`src/rtl/bootrom_pkg.sv`:
```
package bootrom_pkg;

    localparam int ADDR_W    = 16;
    localparam int DATA_W    = 8;
    localparam int ROM_AW    = 6;
    localparam int ROM_DEPTH = 1 << ROM_AW;

    // Lowest address covered by the overlay window
    localparam logic [ADDR_W-1:0] WIN_BASE = {ADDR_W{1'b1}} << ROM_AW;

    // Boot program, byte n sits at WIN_BASE + n
    localparam logic [DATA_W-1:0] BOOT_IMAGE [ROM_DEPTH] = '{
        8'hCD, 8'hEF, 8'hBD, 8'hE8, 8'h00, 8'hC6, 8'h1D, 8'hD0,
        8'hFC, 8'h8F, 8'hAA, 8'hF4, 8'h8F, 8'hBB, 8'hF5, 8'h78,
        8'hCC, 8'hF4, 8'hD0, 8'hFB, 8'h2F, 8'h19, 8'hEB, 8'hF4,
        8'hD0, 8'hFC, 8'h7E, 8'hF4, 8'hD0, 8'h0B, 8'hE4, 8'hF5,
        8'hCB, 8'hF4, 8'hD7, 8'h00, 8'hFC, 8'hD0, 8'hF3, 8'hAB,
        8'h01, 8'h10, 8'hEF, 8'h7E, 8'hF4, 8'h10, 8'hEB, 8'hBA,
        8'hF6, 8'hDA, 8'h00, 8'hBA, 8'hF4, 8'hC4, 8'hF4, 8'hDD,
        8'h5D, 8'hD0, 8'hDB, 8'h1F, 8'h00, 8'h00, 8'hC0, 8'hFF
    };

    // What the fetch issued in the previous cycle was for
    typedef enum logic [1:0] {
        FETCH_NONE = 2'd0,
        FETCH_BYTE = 2'd1,
        FETCH_LO   = 2'd2,
        FETCH_HI   = 2'd3
    } fetch_kind_e;

    typedef struct packed {
        logic                unmap;      // mirror of control bit, 1 = window is RAM
        fetch_kind_e         kind;       // fetch in flight
        logic                rom_hit;    // fetch in flight is served by the image
        logic [ROM_AW-1:0]   off;        // image offset of fetch in flight
        logic                need_hi;    // second byte of a word read due now
        logic [ADDR_W-1:0]   next_addr;  // address of that second byte
        logic [DATA_W-1:0]   lo;         // captured low byte of a word read
    } ovl_state_t;

endpackage

```
`src/rtl/ovl_window_decode.sv`:
```
module ovl_window_decode
    import bootrom_pkg::*;
(
    input  logic [ADDR_W-1:0] addr,
    output logic              hit,
    output logic [ROM_AW-1:0] off
);
    // The window is the top ROM_DEPTH addresses: all upper bits set
    always_comb begin
        hit = &addr[ADDR_W-1:ROM_AW];
        off = addr[ROM_AW-1:0];
    end
endmodule

```
`src/rtl/ovl_boot_rom.sv`:
```
module ovl_boot_rom
    import bootrom_pkg::*;
(
    input  logic [ROM_AW-1:0] off,
    output logic [DATA_W-1:0] data
);
    always_comb begin
        data = BOOT_IMAGE[off];
    end
endmodule

```
`src/rtl/bootrom_overlay.sv`:
```
module bootrom_overlay
    import bootrom_pkg::*;
#(
    parameter logic [ADDR_W-1:0] CTRL_ADDR = 16'h00F1,
    parameter int                CTRL_BIT  = 7
) (
    input  logic                clk,
    input  logic                rst_n,
    input  logic [ADDR_W-1:0]   cpu_addr,
    input  logic [DATA_W-1:0]   cpu_wdata,
    input  logic                cpu_rd,
    input  logic                cpu_wr,
    input  logic                cpu_wide,
    output logic [2*DATA_W-1:0] cpu_rdata,
    output logic                cpu_rvalid,
    output logic                cpu_busy,
    output logic [ADDR_W-1:0]   ram_addr,
    output logic [DATA_W-1:0]   ram_wdata,
    output logic                ram_we,
    output logic                ram_re,
    input  logic [DATA_W-1:0]   ram_rdata
);
    ovl_state_t s_q, s_d;

    logic              issue_hi;
    logic              acc_rd;
    logic              acc_wr;
    logic              win_hit;
    logic [ROM_AW-1:0] win_off;
    logic [DATA_W-1:0] rom_byte;
    logic [DATA_W-1:0] fetched;

    // Decode the address that actually goes to the RAM port this cycle
    ovl_window_decode u_decode (
        .addr (ram_addr),
        .hit  (win_hit),
        .off  (win_off)
    );

    // Image lookup uses the offset registered with the fetch in flight
    ovl_boot_rom u_rom (
        .off  (s_q.off),
        .data (rom_byte)
    );

    always_comb begin
        // Port steering
        issue_hi  = s_q.need_hi;
        acc_rd    = cpu_rd && !issue_hi;
        acc_wr    = cpu_wr && !cpu_rd && !issue_hi;
        ram_addr  = issue_hi ? s_q.next_addr : cpu_addr;
        ram_re    = issue_hi || acc_rd;
        ram_we    = acc_wr && (!win_hit || s_q.unmap);
        ram_wdata = cpu_wdata;
        cpu_busy  = issue_hi;

        // Return path, steered by registered range and mapping
        fetched    = s_q.rom_hit ? rom_byte : ram_rdata;
        cpu_rvalid = (s_q.kind == FETCH_BYTE) || (s_q.kind == FETCH_HI);
        cpu_rdata  = (s_q.kind == FETCH_HI) ? {fetched, s_q.lo}
                                            : {{DATA_W{1'b0}}, fetched};

        // Next state
        s_d         = s_q;
        s_d.kind    = FETCH_NONE;
        s_d.need_hi = 1'b0;

        if (s_q.kind == FETCH_LO) begin
            s_d.lo = fetched;
        end

        if (ram_re) begin
            s_d.rom_hit = win_hit && !s_q.unmap;
            s_d.off     = win_off;
            if (issue_hi) begin
                s_d.kind = FETCH_HI;
            end else if (cpu_wide) begin
                s_d.kind = FETCH_LO;
            end else begin
                s_d.kind = FETCH_BYTE;
            end
        end

        if (acc_rd && cpu_wide) begin
            s_d.need_hi   = 1'b1;
            s_d.next_addr = cpu_addr + ADDR_W'(1);
        end

        if (acc_wr && (cpu_addr == CTRL_ADDR)) begin
            s_d.unmap = cpu_wdata[CTRL_BIT];
        end
    end

    always_ff @(posedge clk or negedge rst_n) begin
        if (!rst_n) begin
            s_q <= '0;
        end else begin
            s_q <= s_d;
        end
    end

endmodule

```
`config.mk`:
```
export PLATFORM = sky130hd
export DESIGN_NAME = bootrom_overlay
export DESIGN_NICKNAME = d
export VERILOG_FILES = /design/src/rtl/bootrom_pkg.sv /design/src/rtl/ovl_window_decode.sv /design/src/rtl/ovl_boot_rom.sv /design/src/rtl/bootrom_overlay.sv
export SDC_FILE = /design/constraint.sdc
export NUM_CORES = 1
export LEC_CHECK = 0
export BUFFER_PORTS_ARGS = -buffer_cell sky130_fd_sc_hd__buf_2
export CAP_MARGIN = 40
export CORE_ASPECT_RATIO = 0.9
export CORE_MARGIN = 1
export CORE_UTILIZATION = 25
export CTS_BUF_LIST = sky130_fd_sc_hd__clkbuf_2
export DETAILED_ROUTE_END_ITERATION = 8
export GPL_TIMING_DRIVEN = 0
export HOLD_SLACK_MARGIN = 0.08
export SLEW_MARGIN = 20
export SYNTH_ARGS = -nofsm -noshare
export SYNTH_HDL_FRONTEND = slang
export SYNTH_SLANG_ARGS = --single-unit
```
`constraint.sdc`:
```
create_clock -name clk -period 2.6 [get_ports clk]
set_clock_uncertainty 0.05 [all_clocks]
set_input_delay 0.39 -clock clk [delete_from_list [all_inputs] [get_ports clk]]
set_output_delay 0.39 -clock clk [all_outputs]
set_load 0.02 [all_outputs]
```
==> run summary <==
fin nets -> 542
synthesized flop and latch total -> 35
num rows -> 38
I/O pin cnt -> 81
chip width -> 120.4 microns
total CTS buffers -> 5
crit start category -> register
Synth Area in Adders -> 0.03968
Synth Area in Compound Gates -> 0.2206
Multi-input gate area -> 2278 sq um
worst r2r src -> s_q[25]$_DFFE_PN0P_
violated checks -> setup timing
Commonest cells post-synth -> 57 x nand2_1, 37 x nor2_1, 35 x dfrtp_1
r2r endpoint -> s_q[6]$_DFFE_PN0N_
root buffer cell -> clkbuf_2
P&R area growth vs syn -> 35.04%
share of post-route cells with drive strength above 1 -> 0.4052
final core occ -> 0.3498
Netlist cell types -> 60
DR vias -> 3388
WHS Endpoint -> s_q[33]$_DFF_PN0_
worst slack, placed -> -0.3760 ns
max frequency -> 342.3 MHz
sequential-to-total area share from yosys stat -> 0.2778
hold crit path type -> input pin to register
count leader, synth -> nand2_1
r2r setup slk -> 0.53 ns
top cells by area, synth -> dfrtp_1 28%, nand2_1 6.8%, mux2_2 5.4%, o21ai_0 5.1%, nor2_1 4.4%
Static Leak -> 1.806 nW
Final Setup Violations -> 16
Final ANT Viol Nets -> 0
CTS tree -> yes
Post-Synth Simple-Gate Area -> 0.2262
Pre-antenna DRT Iters -> 5
Core Area -> 12170 sq um
DRC errors left -> 0
synth warn -> 0
Hold Vio Cnt, Final -> 0
met2 WL post-DR -> 4.689 mm
RSZ-0062 raised after global routing -> true
clk_lat worst skew -> 0.42 ns
period utilization -> 1.124
worst hold stages -> 2
status -> complete, but fails checks
Final Critical Period -> 2.921 ns
RD Place Congestion -> 0.9282
final setup margin -> -0.3211 ns
GRT Util Overall -> 0.1596
WL final -> 10.54 mm
syn_nets -> 448
PortBufs -> 71
largest net degree at the start of global routing -> 36
Reg2Reg Depth -> 7
Starting DRT DRC Count -> 238
final setup TNS -> -3.555 ns
number of global-route vias before repair -> 3185
CP Data Arrival Time -> 2.48 ns
Post-synth EDFFs -> 0
Clock Sinks -> 35
Starting Density -> 0.2590
met3 WL -> 842 microns
CP Class -> register to output port
largest area contributor in the netlist -> dfrtp_1
min-delay src -> cpu_wide
mux contribution to synthesized area -> 0.1048
proportion of netlist area held by the largest area contributor -> 0.2778
Layout fillers -> 1333
first-pass GRT wire length -> 16.57 mm
CTS max path bufs -> 2
CP max FO -> 6
CP Data Required Time -> 2.16 ns
antenna violations before repair -> 0
Synth Area in XOR/XNOR -> 0.04167
power density over the cells -> 474.9 nW/um^2
Die Area -> 13070 sq um
Post-Syn Area -> 3153 sq um
Max-slew headroom -> 0.5530
H-tree Lvls -> 2
Reg clk slew, reported paths -> 0.19 ns
die height -> 108.5 microns
dpl hpwl -> 7.666 mm
global route overflow -> 0
# diodes -> 0
met1 WL -> 4.799 mm
via/cell ratio -> 5.165
Max-Cap Viols -> 0
Async SR Flop Fraction -> 1.000
syn_area_per_cell -> 7.863 sq um
fin. max-slew vios -> 0
Sequential cell area -> 877.1 sq um
Syn Inst Count -> 401
drt wl/cell -> 16.07 microns
slew at the pin closest to its max-slew limit -> 0.6704 ns
maximum vdd drop -> 0.1883 mV
crit end category -> output port
ys flop type -> dfrtp_1
Max Used Layer -> met4
largest family of logic cells by synthesized area -> simple AND/OR/NAND/NOR gates
==> logic make-up after synthesis <==
kind of cell             count (synthesis)
AND/OR/NAND/NOR                        152
XOR/XNOR                                15
flip-flops                              35
multiplexers                            26
adder cells (fa/ha/maj)                 10
AO/OA/AOI/OAI                          109
buffers and inverters                   54
==> layer usage <==
layer / up-vias / global-route usage
li1: 1606 / -
met1: 1588 / 0.2235
met2: 176 / 0.2463
met3: 18 / 0.03059
met4: 0 / 0.05026
met5: - / 0
==> worst max-delay path, cell delays in order, from the launching register on <==
cell      delay (ns)
dfrtp_1         0.43
buf_4           0.17
ha_2            0.23
mux4_2          0.46
a221o_1         0.34
o211ai_2        0.13
a31oi_1         0.12
buf_2           0.20
==> where the power goes <==
| part | leakage (nW) | total [mW] | switching, mW | internal, mW |
|---|---|---|---|---|
| logic | 1.36 | 1.07 | 0.617 | 0.456 |
| registers | 0.425 | 0.678 | 0.0549 | 0.623 |
| clock network | 0.0250 | 0.271 | 0.207 | 0.0635 |
==> cells in the final DEF (no fill, tap or decap), types with 3 or more instances in the layout <==
cell type	count
o31ai_1	6
inv_2	3
buf_2	69
ha_2	5
dfrtp_1	34
xnor2_1	6
mux2i_1	4
clkbuf_1	9
nand2_1	56
mux4_2	4
buf_6	8
nand3_1	10
a21oi_1	14
nand2b_4	3
o21ai_2	4
nor3_2	5
clkbuf_2	7
a31oi_1	8
o21ai_1	10
nand4_1	5
inv_1	11
o22ai_1	3
ha_4	3
nand2b_1	3
nor2b_1	8
o21ai_0	27
xor2_1	9
mux2_2	15
nor3_1	4
buf_4	34
or3_1	3
a21oi_2	5
nor2_1	34
==> state kept, by name, indices dropped and copies added, names as in the netlist <==
name      cells
s_q          34
cpu_busy      1
==> through the flow <==
step                      area, sq um  std cells  total power [mW]  hold slack [ns]
after CTS                        4073        652             1.948           0.1390
after detailed placement         3725        632             1.532           0.4165
final                            4258        656             2.022           0.1678
after global routing             4258        656             2.150           0.1249
after global placement           3725        632             1.527           0.4095
after floorplan                  3169        401             1.277          0.04441
==> how the worst max path moves through the flow <==
stage / start / end / slack [ns] / cells after the start
final: s_q[26]$_DFFE_PN0P_ / cpu_rdata[3] / -0.32 / 7
after global routing: s_q[25]$_DFFE_PN0P_ / cpu_rdata[3] / -0.45 / 9
after CTS: s_q[26]$_DFFE_PN0P_ / cpu_rdata[3] / -0.34 / 7
after detailed placement: s_q[25]$_DFFE_PN0P_ / cpu_rdata[5] / -0.38 / 9
after global placement: s_q[25]$_DFFE_PN0P_ / cpu_rdata[5] / -0.36 / 9
after floorplan: s_q[25]$_DFFE_PN0P_ / cpu_rdata[6] / -0.02 / 7
==> layout make-up <==
class,instances,area share
Timing Repair Buffer,88,0.1278
Sequential cell,35,0.2060
Clock buffer,5,0.005877
Inverter,16,0.01704
Multi-Input combinational cell,312,0.5351
Tap cell,160,0.04702
Buffer,37,0.05642
Clock inverter,3,0.004702
==> what timing repair did <==
item / CTS / global route
gates resized for setup: 45 / 40
setup buffers: 12 / 3
endpoints found under the setup margin: 24 / 17
hold buffers: 1 / 0
pin swaps: 13 / 8
hold endpoints to repair: 35 / 0
Power figures use the tool's default switching activity.
